`src/rtl/pstack_pkg.sv`:
```
package pstack_pkg;
  typedef enum logic [1:0] {
    OP_IRQ  = 2'd0,
    OP_CALL = 2'd1,
    OP_RETI = 2'd2,
    OP_RET  = 2'd3
  } op_e;

  typedef enum logic [1:0] {
    ST_IDLE   = 2'd0,
    ST_FIRST  = 2'd1,
    ST_SECOND = 2'd2
  } st_e;
endpackage

```
`src/rtl/pstack_ctrl.sv`:
```
module pstack_ctrl
  import pstack_pkg::*;
(
  input  logic clk,
  input  logic rst,
  input  logic irq_ack,
  input  logic call_req,
  input  logic reti_req,
  input  logic ret_req,
  input  logic sp_wr,
  output st_e  st,
  output op_e  op,
  output logic accept,
  output logic save,
  output logic fw_load,
  output logic gie
);
  logic any_req;
  op_e  op_nxt;

  assign any_req = irq_ack | call_req | reti_req | ret_req;
  assign accept  = (st == ST_IDLE) && any_req;
  assign fw_load = (st == ST_IDLE) && !any_req && sp_wr;
  assign save    = (op == OP_IRQ) || (op == OP_CALL);

  always_comb begin
    if (irq_ack)       op_nxt = OP_IRQ;
    else if (call_req) op_nxt = OP_CALL;
    else if (reti_req) op_nxt = OP_RETI;
    else               op_nxt = OP_RET;
  end

  always_ff @(posedge clk) begin
    if (rst) begin
      st  <= ST_IDLE;
      op  <= OP_CALL;
      gie <= 1'b0;
    end else begin
      unique case (st)
        ST_IDLE: if (accept) begin
          st <= ST_FIRST;
          op <= op_nxt;
          if (op_nxt == OP_IRQ) gie <= 1'b0;
        end
        ST_FIRST: st <= ST_SECOND;
        ST_SECOND: begin
          st <= ST_IDLE;
          if (op == OP_RETI) gie <= 1'b1;
        end
        default: st <= ST_IDLE;
      endcase
    end
  end
endmodule

```
`src/rtl/pstack_ptr.sv`:
```
module pstack_ptr #(
  parameter int PTR_W = 8
) (
  input  logic             clk,
  input  logic             rst,
  input  logic             inc,
  input  logic             dec,
  input  logic             ld,
  input  logic [PTR_W-1:0] ld_val,
  output logic [PTR_W-1:0] sp,
  output logic [PTR_W-1:0] sp_m1
);
  localparam logic [PTR_W-1:0] ONE = PTR_W'(1);

  assign sp_m1 = sp - ONE;

  always_ff @(posedge clk) begin
    if (rst)      sp <= '0;
    else if (ld)  sp <= ld_val;
    else if (inc) sp <= sp + ONE;
    else if (dec) sp <= sp_m1;
  end
endmodule

```
`src/rtl/pstack_ctx.sv`:
```
module pstack_ctx #(
  parameter int PC_W   = 14,
  parameter int DATA_W = 8
) (
  input  logic              clk,
  input  logic              rst,
  input  logic              capture,
  input  logic [PC_W-1:0]   pc_in,
  input  logic              carry_in,
  input  logic              zero_in,
  input  logic              second,
  input  logic              grab_hi,
  input  logic              finish,
  input  logic              with_flags,
  input  logic [DATA_W-1:0] rdata,
  output logic [DATA_W-1:0] wbyte,
  output logic [PC_W-1:0]   pc_out,
  output logic              carry_out,
  output logic              zero_out,
  output logic              pc_load,
  output logic              flags_load
);
  localparam int HI_W = PC_W - DATA_W;

  logic [DATA_W-1:0] lo_q, hi_save_q, hi_rd_q;

  assign wbyte = second ? hi_save_q : lo_q;

  always_ff @(posedge clk) begin
    if (rst) begin
      lo_q       <= '0;
      hi_save_q  <= '0;
      hi_rd_q    <= '0;
      pc_out     <= '0;
      carry_out  <= 1'b0;
      zero_out   <= 1'b0;
      pc_load    <= 1'b0;
      flags_load <= 1'b0;
    end else begin
      if (capture) begin
        lo_q      <= pc_in[DATA_W-1:0];
        hi_save_q <= {carry_in, zero_in, pc_in[PC_W-1:DATA_W]};
      end
      if (grab_hi) hi_rd_q <= rdata;
      pc_load    <= finish;
      flags_load <= finish && with_flags;
      if (finish) begin
        pc_out <= {hi_rd_q[HI_W-1:0], rdata};
        if (with_flags) begin
          carry_out <= hi_rd_q[DATA_W-1];
          zero_out  <= hi_rd_q[DATA_W-2];
        end
      end
    end
  end
endmodule

```
`src/rtl/pstack_seq.sv`:
```
module pstack_seq
  import pstack_pkg::*;
#(
  parameter int PC_W   = 14,
  parameter int DATA_W = 8
) (
  input  logic              clk,
  input  logic              rst,
  input  logic              irq_ack,
  input  logic              call_req,
  input  logic              reti_req,
  input  logic              ret_req,
  input  logic [PC_W-1:0]   pc_in,
  input  logic              carry_in,
  input  logic              zero_in,
  input  logic              sp_wr,
  input  logic [DATA_W-1:0] sp_wdata,
  output logic [DATA_W-1:0] ram_addr,
  output logic [DATA_W-1:0] ram_wdata,
  output logic              ram_we,
  input  logic [DATA_W-1:0] ram_rdata,
  output logic [PC_W-1:0]   pc_out,
  output logic              carry_out,
  output logic              zero_out,
  output logic              pc_load,
  output logic              flags_load,
  output logic              gie,
  output logic              busy
);
  st_e  st;
  op_e  op;
  logic accept, save, fw_load, phase_save, phase_rest;
  logic [DATA_W-1:0] sp_q, sp_m1;

  pstack_ctrl u_ctrl (
    .clk(clk), .rst(rst), .irq_ack(irq_ack), .call_req(call_req),
    .reti_req(reti_req), .ret_req(ret_req), .sp_wr(sp_wr),
    .st(st), .op(op), .accept(accept), .save(save),
    .fw_load(fw_load), .gie(gie)
  );

  assign busy       = (st != ST_IDLE);
  assign phase_save = busy && save;
  assign phase_rest = busy && !save;

  pstack_ptr #(.PTR_W(DATA_W)) u_ptr (
    .clk(clk), .rst(rst), .inc(phase_save), .dec(phase_rest),
    .ld(fw_load), .ld_val(sp_wdata), .sp(sp_q), .sp_m1(sp_m1)
  );

  pstack_ctx #(.PC_W(PC_W), .DATA_W(DATA_W)) u_ctx (
    .clk(clk), .rst(rst), .capture(accept), .pc_in(pc_in),
    .carry_in(carry_in), .zero_in(zero_in),
    .second(st == ST_SECOND),
    .grab_hi(phase_rest && (st == ST_FIRST)),
    .finish(phase_rest && (st == ST_SECOND)),
    .with_flags(op == OP_RETI),
    .rdata(ram_rdata), .wbyte(ram_wdata), .pc_out(pc_out),
    .carry_out(carry_out), .zero_out(zero_out),
    .pc_load(pc_load), .flags_load(flags_load)
  );

  assign ram_we   = phase_save;
  assign ram_addr = save ? sp_q : sp_m1;
endmodule

```
`config.mk`:
```
export PLATFORM = sky130hd
export DESIGN_NAME = pstack_seq
export DESIGN_NICKNAME = d
export VERILOG_FILES = /design/src/rtl/pstack_pkg.sv /design/src/rtl/pstack_ctrl.sv /design/src/rtl/pstack_ptr.sv /design/src/rtl/pstack_ctx.sv /design/src/rtl/pstack_seq.sv
export SDC_FILE = /design/constraint.sdc
export NUM_CORES = 1
export LEC_CHECK = 0
export ABC_AREA = 1
export BUFFER_PORTS_ARGS = -buffer_cell sky130_fd_sc_hd__buf_2
export CAP_MARGIN = 20
export CELL_PAD_IN_SITES_DETAIL_PLACEMENT = 0
export CELL_PAD_IN_SITES_GLOBAL_PLACEMENT = 1
export CORE_MARGIN = 2
export CORE_UTILIZATION = 35
export DETAILED_ROUTE_END_ITERATION = 8
export PLACE_DENSITY_LB_ADDON = 0.3
export SLEW_MARGIN = 40
export SYNTH_ARGS = -nofsm -noshare
export SYNTH_HDL_FRONTEND = slang
export SYNTH_SLANG_ARGS = --single-unit
```
`constraint.sdc`:
```
create_clock -name clk -period 1.9 [get_ports clk]
set_input_delay 0.475 -clock clk [delete_from_list [all_inputs] [get_ports clk]]
set_output_delay 0.475 -clock clk [all_outputs]
set_load 0.01 [all_outputs]
```
==> After elaboration in Yosys (flattened, before gate mapping) <==
Index checks and enable logic that the tools add are counted.
{ "op_classes": {"n_mux": 14, "n_reduce_logical": 20, "bitwise": 3, "eq_ne": 7, "n_addsub": 2} }
{ "op_table": {"columns": ["cell", "count"], "rows": [
  ["$mux 8", 5],
  ["$add 8x1->8 const B", 1],
  ["$logic_and 1x1->1", 8],
  ["$sub 8x1->8 const B", 1],
  ["$logic_not 2->1", 3],
  ["$mux 2", 3],
  ["$ne 2x2->1 const B", 3],
  ["$eq 2x1->1 const B", 2],
  ["$eq 2x2->1 const B", 2],
  ["$mux 1", 4],
  ["$pmux 2 s2", 1],
  ["$reduce_and 2->1", 2],
  ["$reduce_and 4->1", 1],
  ["$reduce_bool 2->1", 2],
  ["$or 1x1->1", 3],
  ["$reduce_bool 3->1", 1],
  ["$logic_not 1->1", 2],
  ["$pmux 1 s2", 1],
  ["$logic_or 1x1->1", 1]
]} }
{ "totals": {"output_inout_bits": 37, "regBits": 55, "elab_cells": 58, "inputBits": 39} }

==> Depth between registers and ports, before layout <==
{ "logic_depth": {"ltp_word": 7, "depth_mapped": 11, "mapped_depth_nobuf": 10} }

==> Hierarchy <==
From an unflattened synthesis, not the netlist that was laid out.
{ "unflattened": {"hier_cells": 410, "hier_area_um2": 2662.6} }
{ "by_module_without_submodules": {"columns": ["mod", "cells_per_inst", "n_inst", "area_each_um2"], "rows": [
  ["pstack_ctx", 206, 1, 1536.5],
  ["pstack_ptr", 132, 1, 733.2],
  ["pstack_ctrl", 33, 1, 239.0],
  ["pstack_seq", 39, 1, 153.9]
]} }

==> Worst setup path after synthesis <==
No wires, ideal clock.
{ "synth_timing": {"path_type": "reg-to-output", "startpoint": "register u_ptr.sp[0]", "endpoint": "output port ram_addr[6]", "n_path_buf": 0, "required_ps": 1425, "stages_incl_launch_ff": 8, "arrival_ps": 1125, "setup_slack_ps": 300, "cell_sequence": "dfxtp_1 > inv_1 > ha_1 > nand3_1 > nand2_1 > o21ai_0 > nand2_1 > o21ai_0"} }
{ "synth_between": {"elab_chain_len": 2} }
{ "synth_rtl": {"columns": ["element", "line_no", "rtl"], "rows": [
  ["start: declaration", "pstack_ptr.sv:10", "output logic [PTR_W-1:0] sp,"],
  ["start signal: assignment", "pstack_ptr.sv:19", "else if (ld) sp <= ld_val;"],
  ["start signal: assignment", "pstack_ptr.sv:20", "else if (inc) sp <= sp + ONE;"],
  ["start signal: assignment", "pstack_ptr.sv:21", "else if (dec) sp <= sp_m1;"],
  ["$sub 8x1->8", "pstack_ptr.sv:15", "assign sp_m1 = sp - ONE;"],
  ["$mux 8", "pstack_seq.sv:64", "assign ram_addr = save ? sp_q : sp_m1;"],
  ["end: declaration", "pstack_seq.sv:18", "output logic [DATA_W-1:0] ram_addr,"]
]} }
No other way between the ends.

==> Final worst setup path <==
{ "layout_timing": {"startpoint": "register u_ptr.sp[1]", "endpoint": "output port ram_addr[7]"} }
Same word-level chain as after synthesis.

==> impl_results.md <==
- PwrDens: 886 nW/um^2
- Seq cells post-synth: 55
- Worst clock skew: 0.00839 ns
- Global route total overflow: 0
- Max VDD drop: 0.380 mV
- Register-to-Register Path Depth: 16
- Post-synth top area cell: dfxtp_1
- Total power: 2920 uW
- Reg2Reg Setup Slack: 0.11 ns
- Slew Limit Fails: 0
- R2R Path Start: u_ptr.sp[1]$_SDFFE_PP0P_
- CTS tree: built
- Actual slew at the worst max-slew pin: 0.545 ns
- Largest net degree at the start of global routing: 40
- TritonRoute pass-1 iters: 4
- Post-synth top area share: 43.9%
- I/O Buffers: 75
- Clock Power Share: 22.4%
- Netlist cell types: 24
- Critical path type: reg2out
- Layout cells sized above 1: 29.5%
- Top cells by area, synth: dfxtp_1, nor2_1, nand2_1
- Critical Path Start Type: register
- GPL Wtd Cong: 0.804
- Starting DRT DRC Count: 56
- HP Class: in2reg
- Internal cell power: 1940 uW
- Clk Latency, worst-skew pair: 0.31 ns
- Sw Pwr: 973 uW
- Nets: 495
- YS warnings: 0
- Clock slew at reported path FFs: 0.10 ns
- Diode count: 0
- Syn Nets: 411
- Synth Instances: 370
- Row count: 30
- Die height: 88.6 um
- Core area: 6870 sq um
- Combinational group share of total power: 31.5%
- Initial antenna violation count: 0
- Setup crit start: u_ptr.sp[1]$_SDFFE_PP0P_
- Cell Area, Synth: 2510 sq um
- Worst slew margin: 63.6%
- Antenna violation net count after detailed routing: 0
- Run status: finished clean
- CTS buffer count: 5
- Crit path capture: ram_addr[7]
- Routed vias/inst: 4.61
- DIE WIDTH: 88.6 um
- DP Area: 3030 sq um
- Clk sink count: 55
- Fin crit period: 1.87 ns
- Critical Path RT: 1.42 ns
- Period utilization: 98.7%
- Die area: 7860 sq um
- Crit. End Element: output port
- RSZ-0062 raised after global routing: yes
- Fin. Hold Viols: 0
- First-pass GRT wire length: 10.5 mm
- Routed wire length: 6.40 mm
- Static leakage: 0.00162 uW
- Seq/Total Area, Yosys: 43.9%
- Max clock buf depth: 2
- Fin worst setup slack: 0.0254 ns
- Filler Cell Count: 730
- DP Worst Slack: 0.0662 ns
- Register share of total power: 46.1%
- MaxCap Viol Count: 0
- Final setup viols: 0
- Drc violations: 0
- Total GRT Usage: 16.8%
- Starting Density: 36.5%
- Root Driver: clkbuf_8
- Critical path data arrival time: 1.40 ns
- # H-tree levels: 2
- Switching share of power: 33.4%
- Max FO, Critical Path: 4
- Reg-to-reg endpoint: u_ptr.sp[5]$_SDFFE_PP0P_
- I/O pin total: 76
- Post-DP HPWL: 4.48 mm
- Vias in the first global route: 2273
- Vias after detailed routing: 2542
- Syn avg cell area: 6.78 sq um
- DR WL/cell: 11.6 um
- Area Growth Syn to Fin: 31.2%
- Design area: 3290 sq um
- Top achievable clock speed: 533 MHz
## cells in the final DEF, fill, tap and decap left out, drive strengths merged
cell type / Yosys / final
o221ai: 1 / 1
o211ai: 1 / 1
o21ai: 55 / 55
ha: 2 / 2
nand4: 1 / 1
clkbuf: 13 / 6
xnor2: 1 / 1
clkinv: 1 / 1
o21a: 1 / 1
nand2: 74 / 74
clkinvlp: 0 / 1
dfxtp: 55 / 55
xor2: 4 / 4
nand3: 15 / 15
buf: 6 / 96
a21oi: 25 / 25
a31oi: 3 / 3
inv: 32 / 33
nor2: 80 / 80
## flip-flops by register name, summed over array words and instances (netlist names)
| register | count |
|---|---|
| u_ctx.hi_rd_q | 8 |
| u_ctrl.op | 2 |
| u_ctx.pc_load | 1 |
| u_ctx.carry_out | 1 |
| u_ptr.sp | 8 |
| u_ctx.flags_load | 1 |
| u_ctx.pc_out | 14 |
| u_ctx.zero_out | 1 |
| u_ctx.hi_save_q | 8 |
| u_ctrl.gie | 1 |
| u_ctx.lo_q | 8 |
| u_ctrl.st | 2 |
## cell type report
| cell class | instances | area [sq um] | share of cell area (%) |
|---|---|---|---|
| inverters | 33 | 126 | 3.84 |
| repair buffers | 96 | 549 | 16.7 |
| flip-flops and latches | 55 | 1120 | 34.1 |
| well taps | 96 | 120 | 3.65 |
| clock inverters | 2 | 16.3 | 0.494 |
| multi-input cells | 263 | 1280 | 39.0 |
| clock buffers | 6 | 72.6 | 2.21 |
## worst min-delay path by stage
| stage | end | start | depth (start not counted) |
|---|---|---|---|
| 6_report | u_ctx.lo_q[6]$_SDFFE_PP0P_ | pc_in[6] | 3 |
| 5_1_grt | u_ctx.hi_save_q[1]$_SDFFE_PP0P_ | pc_in[9] | 3 |
| 4_1_cts | u_ctx.hi_save_q[2]$_SDFFE_PP0P_ | pc_in[10] | 3 |
| 3_5_place_dp | u_ctx.pc_out[12]$_SDFFE_PP0P_ | u_ctx.hi_rd_q[4]$_SDFFE_PP0P_ | 2 |
| 3_3_place_gp | u_ctx.pc_out[10]$_SDFFE_PP0P_ | u_ctx.hi_rd_q[2]$_SDFFE_PP0P_ | 2 |
| 2_1_floorplan | u_ctx.hi_rd_q[0]$_SDFFE_PP0P_ | u_ctx.hi_rd_q[0]$_SDFFE_PP0P_ | 2 |
## power by group through the flow
stage,clock [uW],combinational [uW],sequential (uW)
floorplan,0,511,1320
global placement,0,734,1350
detailed placement,0,743,1350
CTS,688,867,1330
global route,728,1040,1360
finish,653,919,1340
## synth_stat cells
cell,instances
nor2_1,75
nand2_1,73
dfxtp_1,55
o21ai_0,54
inv_1,29
a21oi_1,25
nand3_1,15
clkbuf_1,13
buf_2,6
xor2_1,4
a31oi_1,3
nor2_4,3
ha_1,2
inv_2,2
nor2_2,2
clkinv_1,1
inv_4,1
nand2_2,1
nand4_1,1
o211ai_1,1
o21a_1,1
o21ai_1,1
o221ai_1,1
xnor2_1,1
## repair_timing
action / 4_1_cts / 5_1_grt
hold buffers: 0 / 0
gates resized for setup: 23 / 17
setup endpoints to repair: 7 / 14
setup buffers: 6 / 3
pin swaps: 4 / 6
## routing by layer
metal / global-route usage [%] / up-vias / part of all wire, %
li1: - / 1351 / -
met1: 22.1 / 1137 / 45
met2: 27.6 / 50 / 48
met3: 4.48 / 4 / 5.6
met4: 3.99 / 0 / 0.69
met5: 0 / - / 0
## per-stage QoR
stage	TNS [ns]	util (%)	cells	hold slack [ns]
floorplan	0	-	370	0.429
global placement	0	44.1	534	0.438
detailed placement	0	44.1	534	0.444
CTS	0	46.8	548	0.371
global route	-0.267	47.9	551	0.379
finish	0	47.9	551	0.385
## cells by family (layout without fill, tap and decap cells)
| group | count (synthesis) | after routing | share of synthesized area (%) |
|---|---|---|---|
| DFF | 55 | 55 | 43.9 |
| xor gates and xnor gates | 5 | 5 | 1.75 |
| adders and majority gates | 2 | 2 | 0.998 |
| buffers and inverters | 52 | 137 | 8.18 |
| AOI/OAI and AO/OA | 86 | 86 | 17.7 |
| and+or+nand+nor | 170 | 170 | 27.5 |
## worst max-delay path, cell delays in order (launching register included)
cell and delay, ns:
dfxtp_2 0.34, buf_6 0.12, nor2_4 0.11, nand2_4 0.07, nor2_1 0.08, nand2_1 0.05
nand2_1 0.07, nand2_1 0.04, o21ai_0 0.06, buf_2 0.15
Power figures use the tool's default switching activity.
